## config.mk

```make
export PLATFORM = sky130hd
export DESIGN_NAME = sdram_cmd_front
export DESIGN_NICKNAME = d
export VERILOG_FILES = /design/src/rtl/sdcf_pkg.sv /design/src/rtl/sdcf_decode.sv /design/src/rtl/sdcf_bank_track.sv /design/src/rtl/sdcf_mask_pipe.sv /design/src/rtl/sdram_cmd_front.sv
export SDC_FILE = /design/constraint.sdc
export NUM_CORES = 1
export LEC_CHECK = 0
export BUFFER_PORTS_ARGS = -buffer_cell sky130_fd_sc_hd__buf_2
export CORE_AREA = 2 2 62 64
export DETAILED_ROUTE_END_ITERATION = 7
export DIE_AREA = 0 0 64 66
export GPL_ROUTABILITY_DRIVEN = 0
export PLACE_DENSITY_LB_ADDON = 0.1
export SYNTH_ARGS = -nofsm -noshare
export SYNTH_HDL_FRONTEND = slang
export SYNTH_HIERARCHICAL = 1
export SYNTH_SLANG_ARGS = --single-unit
```

## constraint.sdc

```tcl
create_clock -name clk_i -period 2.3 [get_ports clk_i]
set_input_delay 0.46 -clock clk_i [delete_from_list [all_inputs] [get_ports clk_i]]
set_output_delay 0.46 -clock clk_i [all_outputs]
set_load 0.1 [all_outputs]
```

## src/rtl/sdcf_pkg.sv

```systemverilog
package sdcf_pkg;

   typedef enum logic [2:0] {
      OP_IDLE, OP_OPEN, OP_RD, OP_WR, OP_CLOSE, OP_REFR, OP_MODE, OP_HALT
   } sdcf_op_e;

   // Maps the active-low row/column/write strobe triple to an operation.
   function automatic sdcf_op_e op_of(input logic ras_n, input logic cas_n,
                                      input logic we_n);
      unique case ({ras_n, cas_n, we_n})
         3'b011:  return OP_OPEN;
         3'b101:  return OP_RD;
         3'b100:  return OP_WR;
         3'b010:  return OP_CLOSE;
         3'b001:  return OP_REFR;
         3'b000:  return OP_MODE;
         3'b110:  return OP_HALT;
         default: return OP_IDLE;
      endcase
   endfunction

endpackage

```

## src/rtl/sdcf_decode.sv

```systemverilog
module sdcf_decode
   import sdcf_pkg::*;
#(
   parameter int NUM_BANKS = 4,
   parameter int BA_W      = 2
) (
   input  logic                 clk_i,
   input  logic                 rst_ni,
   input  logic                 cke_i,
   input  logic                 cs_ni,
   input  logic                 ras_ni,
   input  logic                 cas_ni,
   input  logic                 we_ni,
   input  logic [BA_W-1:0]      ba_i,
   input  logic                 a10_i,
   input  logic [NUM_BANKS-1:0] bank_open_i,
   output logic                 open_ev_o,
   output logic                 close_ev_o,
   output logic                 close_all_o,
   output logic                 access_ev_o,
   output logic                 auto_close_o,
   output logic                 act_o,
   output logic                 read_o,
   output logic                 write_o,
   output logic                 pre_o,
   output logic                 refresh_o,
   output logic                 mode_o,
   output logic                 cmd_err_o
);

   if (NUM_BANKS != (1 << BA_W)) begin : g_bad_banks
      $error("NUM_BANKS must equal 2**BA_W");
   end

   sdcf_op_e op;
   logic     tgt_open;
   logic     is_access;
   logic     bad;

   always_comb begin
      op        = cs_ni ? OP_IDLE : op_of(ras_ni, cas_ni, we_ni);
      tgt_open  = bank_open_i[ba_i];
      is_access = (op == OP_RD) || (op == OP_WR);
      bad       = ((op == OP_OPEN) && tgt_open) || (is_access && !tgt_open);
   end

   assign open_ev_o    = cke_i && (op == OP_OPEN) && !tgt_open;
   assign close_ev_o   = cke_i && (op == OP_CLOSE);
   assign close_all_o  = a10_i;
   assign access_ev_o  = cke_i && is_access && tgt_open;
   assign auto_close_o = a10_i;

   always_ff @(posedge clk_i or negedge rst_ni) begin
      if (!rst_ni) begin
         act_o     <= 1'b0;
         read_o    <= 1'b0;
         write_o   <= 1'b0;
         pre_o     <= 1'b0;
         refresh_o <= 1'b0;
         mode_o    <= 1'b0;
         cmd_err_o <= 1'b0;
      end else if (cke_i) begin
         act_o     <= (op == OP_OPEN) && !bad;
         read_o    <= (op == OP_RD) && !bad;
         write_o   <= (op == OP_WR) && !bad;
         pre_o     <= (op == OP_CLOSE);
         refresh_o <= (op == OP_REFR);
         mode_o    <= (op == OP_MODE);
         cmd_err_o <= bad;
      end
   end

   // at most one strobe or the error flag per cycle
   assert_single_strobe_R1: assert property (@(posedge clk_i) disable iff (!rst_ni)
      $onehot0({act_o, read_o, write_o, pre_o, refresh_o, mode_o, cmd_err_o}));

   // an enabled but deselected edge yields no strobe
   assert_deselect_quiet_R2: assert property (@(posedge clk_i) disable iff (!rst_ni)
      ($past(cs_ni) && $past(cke_i)) |->
      !(act_o || read_o || write_o || pre_o || refresh_o || mode_o || cmd_err_o));

endmodule

```

## src/rtl/sdcf_bank_track.sv

```systemverilog
module sdcf_bank_track #(
   parameter int NUM_BANKS = 4,
   parameter int BA_W      = 2,
   parameter int BURST_LEN = 4
) (
   input  logic                 clk_i,
   input  logic                 rst_ni,
   input  logic                 cke_i,
   input  logic [BA_W-1:0]      ba_i,
   input  logic                 open_ev_i,
   input  logic                 close_ev_i,
   input  logic                 close_all_i,
   input  logic                 access_ev_i,
   input  logic                 auto_close_i,
   output logic [NUM_BANKS-1:0] bank_open_o
);

   localparam int CNT_W = $clog2(BURST_LEN + 1);
   localparam logic [CNT_W-1:0] LOAD = CNT_W'(BURST_LEN);

   if (BURST_LEN < 1) begin : g_bad_len
      $error("BURST_LEN must be at least 1");
   end

   for (genvar b = 0; b < NUM_BANKS; b++) begin : g_bank
      logic             open_q;
      logic [CNT_W-1:0] left_q;
      logic             hit;

      assign hit = (ba_i == BA_W'(b));

      always_ff @(posedge clk_i or negedge rst_ni) begin
         if (!rst_ni) begin
            open_q <= 1'b0;
            left_q <= '0;
         end else if (cke_i) begin
            if (open_ev_i && hit) begin
               open_q <= 1'b1;
               left_q <= '0;
            end else if (close_ev_i && (close_all_i || hit)) begin
               open_q <= 1'b0;
               left_q <= '0;
            end else if (access_ev_i && hit) begin
               left_q <= auto_close_i ? LOAD : '0;
            end else if (left_q != '0) begin
               left_q <= left_q - 1'b1;
               if (left_q == CNT_W'(1)) open_q <= 1'b0;
            end
         end
      end

      assign bank_open_o[b] = open_q;
   end

   // a precharge with the all-banks bit closes every bank
   assert_close_all_R6: assert property (@(posedge clk_i) disable iff (!rst_ni)
      (cke_i && close_ev_i && close_all_i) |=> (bank_open_o == '0));

   // a disabled edge leaves the bank flags untouched
   assert_freeze_banks_R3: assert property (@(posedge clk_i) disable iff (!rst_ni)
      !cke_i |=> $stable(bank_open_o));

endmodule

```

## src/rtl/sdcf_mask_pipe.sv

```systemverilog
module sdcf_mask_pipe #(
   parameter int MASK_W = 2,
   parameter int RD_LAT = 2
) (
   input  logic              clk_i,
   input  logic              rst_ni,
   input  logic              cke_i,
   input  logic [MASK_W-1:0] dqm_i,
   output logic [MASK_W-1:0] rd_byte_en_o,
   output logic [MASK_W-1:0] wr_byte_en_o
);

   if (RD_LAT < 1) begin : g_bad_lat
      $error("RD_LAT must be at least 1");
   end

   if (RD_LAT == 1) begin : g_one
      logic [MASK_W-1:0] en_q;
      always_ff @(posedge clk_i or negedge rst_ni) begin
         if (!rst_ni)    en_q <= '0;
         else if (cke_i) en_q <= ~dqm_i;
      end
      assign rd_byte_en_o = en_q;
   end else begin : g_chain
      logic [MASK_W-1:0] en_q [RD_LAT];
      always_ff @(posedge clk_i or negedge rst_ni) begin
         if (!rst_ni) begin
            for (int i = 0; i < RD_LAT; i++) en_q[i] <= '0;
         end else if (cke_i) begin
            en_q[0] <= ~dqm_i;
            for (int i = 1; i < RD_LAT; i++) en_q[i] <= en_q[i-1];
         end
      end
      assign rd_byte_en_o = en_q[RD_LAT-1];
   end

   assign wr_byte_en_o = cke_i ? ~dqm_i : '0;

   // the read enable holds across a disabled edge
   assert_freeze_mask_R3: assert property (@(posedge clk_i) disable iff (!rst_ni)
      !cke_i |=> $stable(rd_byte_en_o));

endmodule

```

## src/rtl/sdram_cmd_front.sv

```systemverilog
module sdram_cmd_front #(
   parameter int NUM_BANKS = 4,
   parameter int BA_W      = 2,
   parameter int BURST_LEN = 4,
   parameter int MASK_W    = 2,
   parameter int RD_LAT    = 2
) (
   input  logic                 clk_i,
   input  logic                 rst_ni,
   input  logic                 cke_i,
   input  logic                 cs_ni,
   input  logic                 ras_ni,
   input  logic                 cas_ni,
   input  logic                 we_ni,
   input  logic [BA_W-1:0]      ba_i,
   input  logic                 a10_i,
   input  logic [MASK_W-1:0]    dqm_i,
   output logic                 act_o,
   output logic                 read_o,
   output logic                 write_o,
   output logic                 pre_o,
   output logic                 refresh_o,
   output logic                 mode_o,
   output logic                 cmd_err_o,
   output logic [NUM_BANKS-1:0] bank_open_o,
   output logic [MASK_W-1:0]    rd_byte_en_o,
   output logic [MASK_W-1:0]    wr_byte_en_o
);

   logic open_ev, close_ev, close_all, access_ev, auto_close;

   sdcf_decode #(.NUM_BANKS(NUM_BANKS), .BA_W(BA_W)) i_decode (
      .clk_i, .rst_ni, .cke_i, .cs_ni, .ras_ni, .cas_ni, .we_ni, .ba_i, .a10_i,
      .bank_open_i  (bank_open_o),
      .open_ev_o    (open_ev),
      .close_ev_o   (close_ev),
      .close_all_o  (close_all),
      .access_ev_o  (access_ev),
      .auto_close_o (auto_close),
      .act_o, .read_o, .write_o, .pre_o, .refresh_o, .mode_o, .cmd_err_o
   );

   sdcf_bank_track #(.NUM_BANKS(NUM_BANKS), .BA_W(BA_W), .BURST_LEN(BURST_LEN)) i_banks (
      .clk_i, .rst_ni, .cke_i, .ba_i,
      .open_ev_i    (open_ev),
      .close_ev_i   (close_ev),
      .close_all_i  (close_all),
      .access_ev_i  (access_ev),
      .auto_close_i (auto_close),
      .bank_open_o
   );

   sdcf_mask_pipe #(.MASK_W(MASK_W), .RD_LAT(RD_LAT)) i_mask (
      .clk_i, .rst_ni, .cke_i, .dqm_i, .rd_byte_en_o, .wr_byte_en_o
   );

endmodule

```

Word-level counts from Yosys, hierarchy flattened
Cells that the tools add are included.
{"block": "word_totals", "in_bits": 12, "word_cells": 144, "ff_bits": 27}
{"block": "classes", "add_sub_neg": 4, "n_reduce_logical": 56, "n_mux": 42, "n_bitwise": 1, "eq_ne": 23, "magnitude_cmp": 1}
{"cell": "3-bit two-way mux", "n": 18}
{"cell": "3-bit nonzero test", "n": 12}
{"cell": "1-bit logical AND", "n": 22}
{"cell": "1-bit two-way mux", "n": 21}
{"cell": "3-bit one-hot mux with 7 select lines", "n": 1}
{"cell": "3-bit by 1-bit == test with 1-bit output (second input constant)", "n": 6}
{"cell": "3-bit == test (second input constant)", "n": 6}
{"cell": "4-bit AND reduction", "n": 4}
{"cell": "4-bit nonzero test", "n": 4}
{"cell": "3-bit by 2-bit == test with 1-bit output (second input constant)", "n": 4}
{"cell": "3-bit by 1-bit != test with 1-bit output (second input constant)", "n": 4}
{"cell": "3-bit by 1-bit subtractor with 3-bit output (second input constant)", "n": 4}
{"cell": "2-bit AND reduction", "n": 4}
{"cell": "1-bit logical OR", "n": 6}
{"cell": "2-bit == test (second input constant)", "n": 2}
{"cell": "3-bit logical NOT", "n": 1}
{"cell": "2-bit by 3-bit < comparator with 1-bit output (second input constant)", "n": 1}
{"cell": "1-bit binary-select mux with 2-bit select", "n": 1}
{"cell": "2-bit by 1-bit == test with 1-bit output (second input constant)", "n": 1}
{"cell": "1-bit logical NOT", "n": 2}
{"cell": "2-bit logical NOT", "n": 1}
{"cell": "2-bit two-way mux", "n": 1}
{"cell": "2-bit inverter", "n": 1}

Depth between registers and ports, before layout
Gate-level depths: netlist of the first run.
{"block": "depth", "ltp_word": 11, "ltp_mapped": 7}

Modules after synthesis
The synthesis of the first run kept the hierarchy.
{"module": "sdcf_bank_track", "cells_each": 133, "n_inst": 1, "area_each_um2": 1386.3}
{"module": "sdcf_decode", "cells_each": 29, "n_inst": 1, "area_each_um2": 352.8}
{"module": "sdcf_mask_pipe", "cells_each": 13, "n_inst": 1, "area_each_um2": 185.2}

Worst setup path before layout of the first run
OpenSTA, ideal clock, no wires.
{"block": "synth_path", "kind": "reg-to-reg", "from": "reg i_banks.g_bank[3].open_q", "to": "reg i_banks.g_bank[0].open_q", "required_time_ps": 2166, "arrival_time_ps": 1986, "stages_incl_launch_ff": 7, "n_path_buf": 1, "setup_slack_ps": 179, "cell_sequence": "dfrtp_1 -> buf_4 -> mux4_2 -> nor2_1 -> nor2_1 -> o221ai_1 -> o211ai_1"}
{"block": "synth_between", "elab_chain_cells": 7}
{"item": "from (decl)", "line": "sdcf_bank_track.sv:26", "source": "logic open_q;"}
{"item": "from (signal assigned)", "line": "sdcf_bank_track.sv:34", "source": "open_q <= 1'b0;"}
{"item": "from (signal assigned)", "line": "sdcf_bank_track.sv:38", "source": "open_q <= 1'b1;"}
{"item": "from (signal assigned)", "line": "sdcf_bank_track.sv:41", "source": "open_q <= 1'b0;"}
{"item": "1-bit binary-select mux with 2-bit select *", "line": "sdcf_decode.sv:42", "source": "tgt_open = bank_open_i[ba_i];"}
{"item": "1-bit two-way mux (implied by the code) *", "line": "sdcf_decode.sv:42"}
{"item": "1-bit logical NOT *", "line": "sdcf_decode.sv:47", "source": "assign open_ev_o = cke_i && (op == OP_OPEN) && !tgt_open;"}
{"item": "1-bit logical AND *", "line": "sdcf_decode.sv:47"}
{"item": "via open_ev", "line": "sdram_cmd_front.sv:30", "source": "logic open_ev, close_ev, close_all, access_ev, auto_close;"}
{"item": "1-bit logical AND *", "line": "sdcf_bank_track.sv:37", "source": "if (open_ev_i && hit) begin"}
{"item": "3-bit by 1-bit != test with 1-bit output (no source line) or 3-bit nonzero test (tied branches)"}
{"item": "4-bit AND reduction (no source line)"}
{"item": "to (signal assigned)", "line": "sdcf_bank_track.sv:34"}
{"item": "to (signal assigned)", "line": "sdcf_bank_track.sv:38"}
{"item": "to (signal assigned)", "line": "sdcf_bank_track.sv:41"}
{"item": "to (decl)", "line": "sdcf_bank_track.sv:26"}
The timed path passes the listed nets; every way through them passes the cells marked *. The select of a mux whose other input is x is not followed.
A chain may end at the register's enable or synchronous reset.

Final worst setup path of the first run
{"block": "layout_path", "from": "reg i_banks.g_bank[3].open_q", "to": "reg i_banks.g_bank[0].left_q[0]"}
{"block": "layout_between", "elab_chain_cells": 7}
{"item": "1-bit binary-select mux with 2-bit select *", "line": "sdcf_decode.sv:42"}
{"item": "1-bit two-way mux (implied by the code) *", "line": "sdcf_decode.sv:42"}
{"item": "1-bit logical AND *", "line": "sdcf_decode.sv:50", "source": "assign access_ev_o = cke_i && is_access && tgt_open;"}
{"item": "via access_ev", "line": "sdram_cmd_front.sv:30"}
{"item": "1-bit logical AND *", "line": "sdcf_bank_track.sv:43", "source": "end else if (access_ev_i && hit) begin"}
{"item": "3-bit two-way mux", "line": "sdcf_bank_track.sv:43"}
{"item": "3-bit two-way mux", "line": "sdcf_bank_track.sv:40", "source": "end else if (close_ev_i && (close_all_i || hit)) begin"}
{"item": "3-bit two-way mux", "line": "sdcf_bank_track.sv:37"}
{"item": "to (signal assigned)", "line": "sdcf_bank_track.sv:44", "source": "left_q <= auto_close_i ? LOAD : '0;"}
{"item": "to (signal assigned)", "line": "sdcf_bank_track.sv:46", "source": "left_q <= left_q - 1'b1;"}
{"item": "to (decl)", "line": "sdcf_bank_track.sv:27", "source": "logic [CNT_W-1:0] left_q;"}
Marks and branches as above.

==> run metrics, run 1 <==
status finished clean; first-pass GRT wire length 6710 um; Rel. slew slack 59.3%; peak supply drop 0.441 mV; Setup crit end i_banks/g_bank[0].left_q[0]; clock sink total 27; Initial Utilization 54.2%; met2 capacity usage during global routing 36.1%; gr ovfl total 0; antenna diode count 0; WP depth 5; power density over cell area 1110 nW/um^2; synth-to-layout area growth 9.43%; io pins 27; worst skew pair latency 0.32 ns; number of synthesized flops with an enable pin 0; M1 GR Usage 24.8%; worst flop-to-flop path endpoint i_banks/g_bank[0].left_q[0]; FILL cells 302; Worst Tran Pin Value 0.610 ns; CTS buffer count 3; Mapped Nets 199; Max clock buf depth 2; FF+latch count, synth 27; Initial DRT Pass Iterations 4; Seq/Total Area, Yosys 35.1%; crit path buf inv count 0; max frequency 0.503 GHz; final hold viol count 0; Required @ worst endpoint 2.54 ns; initial antenna violation count 0; critical path, cell by cell mux4_2 -> and2_4 -> o31ai_2 -> nor2_1 -> o31ai_1; Final min period 1.99 ns; area of the core 3550 um^2; die span in x 64 um; sequential cell area 676 um^2; hpwl dp 2910 um; Unique masters post-synth 58; Primary FF master, synth dfrtp_1; # setup viols final 0; GR Util met3 2.21%; Via Count 1457; DRC Markers 0; CTS root buffer clkbuf_4; Post-layout nets 222; vias in the first global route 1477; most used routing layer met2; cell family with most CP delay multiplexers; Setup Buffers After CTS 0; Design Power 2330 uW; Cells after Synth 175; unrepaired setup endpoints after global routing no; H-tree levels 1; CTS clk-pin slew, worst paths 0.15 ns; Tot GR Track Use 20.2%; Critical-path top delay cell mux4_2; share of cells above drive strength 1 35.0%; WS Path Type reg -> reg; Hold Path Class in -> async; WL final 3780 um; CP startpoint i_banks/g_bank[3].open_q; FFs w/ async S/R, synth 100%; reg2reg start i_banks/g_bank[3].open_q; Cell Area, Synth 1920 um^2; DR iter-0 viols 72; CTS tree yes; CP Launch Type flip-flop; Die ar. 4220 um^2; DRT antenna net count 0; drt wl/cell 15.4 um; height of the die 66 um; Crit path arrival time 2.23 ns; period utilization 86.5%; area of the multi-input gates 1080 um^2; clk_skew 0.00397 ns; P_leak 0.000964 uW; crit-path max cell delay 0.55 ns; post_cts resized 0; Vias per Instance 5.95; setup TNS 0 ns; Worst Path Max Fanout 12; largest net degree at the start of global routing 28; final setup margin 0.310 ns; Reg2Reg Depth 5; dpl ws 0.159 ns; Row Count 22; fin. max-slew vios 0; Yosys Warn Count 6; R2R setup slack 0.31 ns; Worst Setup End Kind flip-flop; I/O Buffers 26; synthesized area per cell 11.0 um^2; max cap viols 0; cts hold-fix bufs 0
-- synthesized netlist by cell type (2+ instances only) --
| master | count | area (um^2) |
|---|---|---|
| o211a_1 | 2 | 20.0 |
| o21ai_0 | 2 | 10.0 |
| nand2b_4 | 2 | 27.5 |
| and3b_2 | 2 | 20.0 |
| mux2_2 | 4 | 45.0 |
| buf_4 | 8 | 60.1 |
| nand3_1 | 2 | 10.0 |
| a22o_1 | 2 | 17.5 |
| nor2_1 | 5 | 18.8 |
| and2_1 | 2 | 12.5 |
| nor4_1 | 2 | 12.5 |
| a21o_1 | 2 | 15.0 |
| dfrtp_1 | 27 | 676 |
| o21a_1 | 3 | 22.5 |
| o22ai_1 | 4 | 25.0 |
| a211oi_2 | 2 | 25.0 |
| nor3_1 | 2 | 10.0 |
| ha_1 | 12 | 150 |
| o211ai_2 | 2 | 25.0 |
| xnor2_1 | 3 | 26.3 |
| nand4b_1 | 2 | 17.5 |
| buf_6 | 3 | 33.8 |
| a31oi_1 | 2 | 12.5 |
| a2bb2oi_1 | 2 | 17.5 |
| o2111ai_1 | 4 | 35.0 |
| o221ai_1 | 3 | 26.3 |
| o21ai_1 | 3 | 15.0 |
| nand2b_1 | 5 | 31.3 |
| or3b_2 | 3 | 26.3 |
| buf_2 | 2 | 10.0 |
| nand2_1 | 5 | 18.8 |
| o211ai_1 | 4 | 30.0 |
| nor2b_4 | 2 | 27.5 |
| o32ai_2 | 4 | 65.1 |
| inv_1 | 16 | 60.1 |
| o31ai_2 | 3 | 37.5 |
-- state kept, by name, summed over array words and instances, names as in the netlist --
name / count
i_decode/pre_o: 1
i_banks/g_bank.open_q: 4
i_decode/cmd_err_o: 1
i_decode/read_o: 1
i_mask/g_chain.en_q: 2
i_mask/rd_byte_en_o: 2
i_decode/write_o: 1
i_decode/act_o: 1
i_decode/refresh_o: 1
i_banks/g_bank.left_q: 12
i_decode/mode_o: 1
-- power by group --
part           total, uW  switching (uW)  internal (uW)  leakage (uW)
logic               1380             881            501      0.000617
registers            747             114            633      0.000329
clock network        205             140           65.2     0.0000177
-- logic make-up (layout without fill, tap and decap cells) --
group	count (synthesis)	count (layout)	synth area share (%)
multiplexers	6	6	4.03
AO/OA/AOI/OAI	53	53	25.4
XOR/XNOR	4	4	1.82
buffers and inverters	29	51	8.52
AND/OR/NAND/NOR	44	44	17.4
adder cells (fa/ha/maj)	12	12	7.80
flip-flops	27	27	35.1
-- layout by cell type, fill, tap and decap left out, drive strengths merged, types with 3 or more instances in the layout --
cell / n
buf: 31
xnor2: 3
o32ai: 5
mux2: 4
or3b: 3
and2: 3
o2111ai: 4
o21a: 3
nand3: 3
nor2: 5
inv: 16
a2bb2oi: 3
nor3: 3
ha: 12
nand2b: 7
dfrtp: 27
o21ai: 5
o211ai: 6
a21o: 3
o31ai: 4
o221ai: 3
a211oi: 3
clkbuf: 3
o22ai: 4
nand2: 5
-- metal layers --
metal	vias to the layer above	part of all wire (%)
met4	0	1.2
met3	6	2.5
met1	730	46
met2	27	50
met5	-	0
li1	694	-
-- per-stage QoR --
step | util (%) | cell area (um^2) | hold slack [ns] | std cells
global placement | 58.5 | 2080 | 0.457 | 241
finish | 59.3 | 2110 | 0.124 | 245
CTS | 59.3 | 2110 | 0.132 | 245
detailed placement | 58.5 | 2080 | 0.468 | 241
global route | 59.3 | 2110 | 0.157 | 245
floorplan | - | 1920 | 0.164 | 175
-- cell type report --
class	count	share of cell area, %
timing repair buffer	31	9.39
inverter	16	2.85
clock buffer	3	1.07
clock inverter	1	0.238
tap	48	2.85
sequential	27	32.1
multi-input combinational	119	51.5
-- how the worst min path moves through the flow --
stage | from | to | slack, ns
after floorplan | rst_ni | i_banks/g_bank[0].left_q[0] | 0.16
after global placement | i_mask/g_chain.en_q[2] | i_mask/g_chain.en_q[2] | 0.46
after detailed placement | i_decode/pre_o | i_decode/pre_o | 0.47
after CTS | rst_ni | i_decode/write_o | 0.13
after global routing | rst_ni | i_decode/write_o | 0.16
final | rst_ni | i_decode/write_o | 0.12
(Power assumes the default switching activity.)
==> run 2: changes to the inputs <==
CTS_BUF_LIST = sky130_fd_sc_hd__clkbuf_16   (was not set)
==> run metrics, run 2 (synthesis results as in run 1) <==
cts hold-fix bufs 0; power density over cell area 1170 nW/um^2; antenna diode count 0; R2R setup slack 0.33 ns; unrepaired setup endpoints after global routing no; most used routing layer met2; CP startpoint i_banks/g_bank[3].open_q; M1 GR Usage 24.8%; area of the core 3550 um^2; vias in the first global route 1470; drt wl/cell 15.5 um; cell family with most CP delay compound AO/OA/AOI/OAI gates; Largest register FFs 12; worst skew pair latency 0.26 ns; crit path buf inv count 0; synth-to-layout area growth 12.2%; GR Util met3 2.21%; final hold viol count 0; gr ovfl total 0; Final min period 1.97 ns; Post-layout nets 222; peak supply drop 0.466 mV; commonest non-fill, non-tap cells in the layout 27 x dfrtp_1, 24 x buf_2, 16 x inv_1; DR iter-0 viols 59; most flop-heavy register i_banks/g_bank.left_q; Setup Buffers After CTS 0; Initial DRT Pass Iterations 4; WL final 3790 um; hpwl dp 2910 um; Worst Setup End Kind flip-flop; Rel. slew slack 59.2%; Hold Path Class in -> async; Row Count 22; Worst Tran Pin Value 0.612 ns; CTS buffer count 3; CP Launch Type flip-flop; largest net degree at the start of global routing 28; Critical-path top delay cell mux4_2; WP depth 5; CTS root buffer clkbuf_16; commonest non-fill, non-tap cell in the layout dfrtp_1; Tot GR Track Use 20.2%; first-pass GRT wire length 6710 um; Initial Utilization 54.2%; io pins 27; critical path, cell by cell mux4_2 -> and2_4 -> o31ai_2 -> nor2_1 -> o31ai_1; I/O Buffers 26; DRC Markers 0; setup TNS 0 ns; Worst Path Max Fanout 12; CTS tree yes; Vias per Instance 5.89; initial antenna violation count 0; share of cells above drive strength 1 35.0%; Die ar. 4220 um^2; Fin Hold WS 0.210 ns; H-tree levels 1; DRT antenna net count 0; clk_skew 0.00231 ns; Required @ worst endpoint 2.46 ns; reg2reg start i_banks/g_bank[3].open_q; worst flop-to-flop path endpoint i_banks/g_bank[0].left_q[0]; die span in x 64 um; WS Path Type reg -> reg; period utilization 85.5%; Reg2Reg Depth 5; max cap viols 0; Setup crit end i_banks/g_bank[0].left_q[0]; post_cts resized 0; crit-path max cell delay 0.54 ns; Via Count 1443; fin. max-slew vios 0; met2 capacity usage during global routing 35.9%; Max clock buf depth 2; P_leak 0.000987 uW; height of the die 66 um; Crit path arrival time 2.13 ns; # setup viols final 0; CTS clk-pin slew, worst paths 0.06 ns; biggest regs i_banks/g_bank.left_q x12, i_banks/g_bank.open_q x4; clock sink total 27; max frequency 0.509 GHz; status finished clean
[run 2: area by class of cell]
type | count | area (um^2)
clock buffer | 3 | 75.1
clock inverter | 1 | 5.00
fill | 296 | 1390
inverter | 16 | 60.1
multi-input combinational | 119 | 1080
sequential | 27 | 676
tap | 48 | 60.1
timing repair buffer | 31 | 198
[run 2: power breakdown]
part	switching [uW]	internal (uW)	total, uW
Combinational	881	501	1380
Clock	154	234	388
Sequential	113	636	748
Total	1150	1370	2520
[run 2: worst min path at each step]
stage | from | end | slack, ns
4_1_cts | rst_ni | i_decode/write_o | 0.23
3_5_place_dp | i_decode/pre_o | i_decode/pre_o | 0.47
3_3_place_gp | i_mask/g_chain.en_q[2] | i_mask/g_chain.en_q[2] | 0.46
5_1_grt | rst_ni | i_decode/write_o | 0.26
2_1_floorplan | rst_ni | i_banks/g_bank[0].left_q[0] | 0.16
6_report | rst_ni | i_decode/write_o | 0.21
[run 2: layer usage]
metal  wire length (um)  share of wire [%]  vias to the layer above
met5                  0                  0                        -
met4                 22               0.58                        0
met3                 98                2.6                        2
met2               1960                 52                       24
met1               1710                 45                      720
li1                   -                  -                      697
[run 2: worst register-to-register path: stages (launching register included)]
cell and delay (ns):
dfrtp_1 0.42, mux4_2 0.54, and2_4 0.22, o31ai_2 0.35
nor2_1 0.13, o31ai_1 0.21
[run 2: stage by stage]
step / setup WS [ns] / cells / instance area, um^2 / util, % / total power, uW
finish: 0.334 / 245 / 2160 / 60.8 / 2520
global route: 0.220 / 245 / 2160 / 60.8 / 2700
CTS: 0.319 / 245 / 2160 / 60.8 / 2550
detailed placement: 0.159 / 241 / 2080 / 58.5 / 2150
global placement: 0.201 / 241 / 2080 / 58.5 / 2070
floorplan: 0.179 / 175 / 1920 / - / 1950
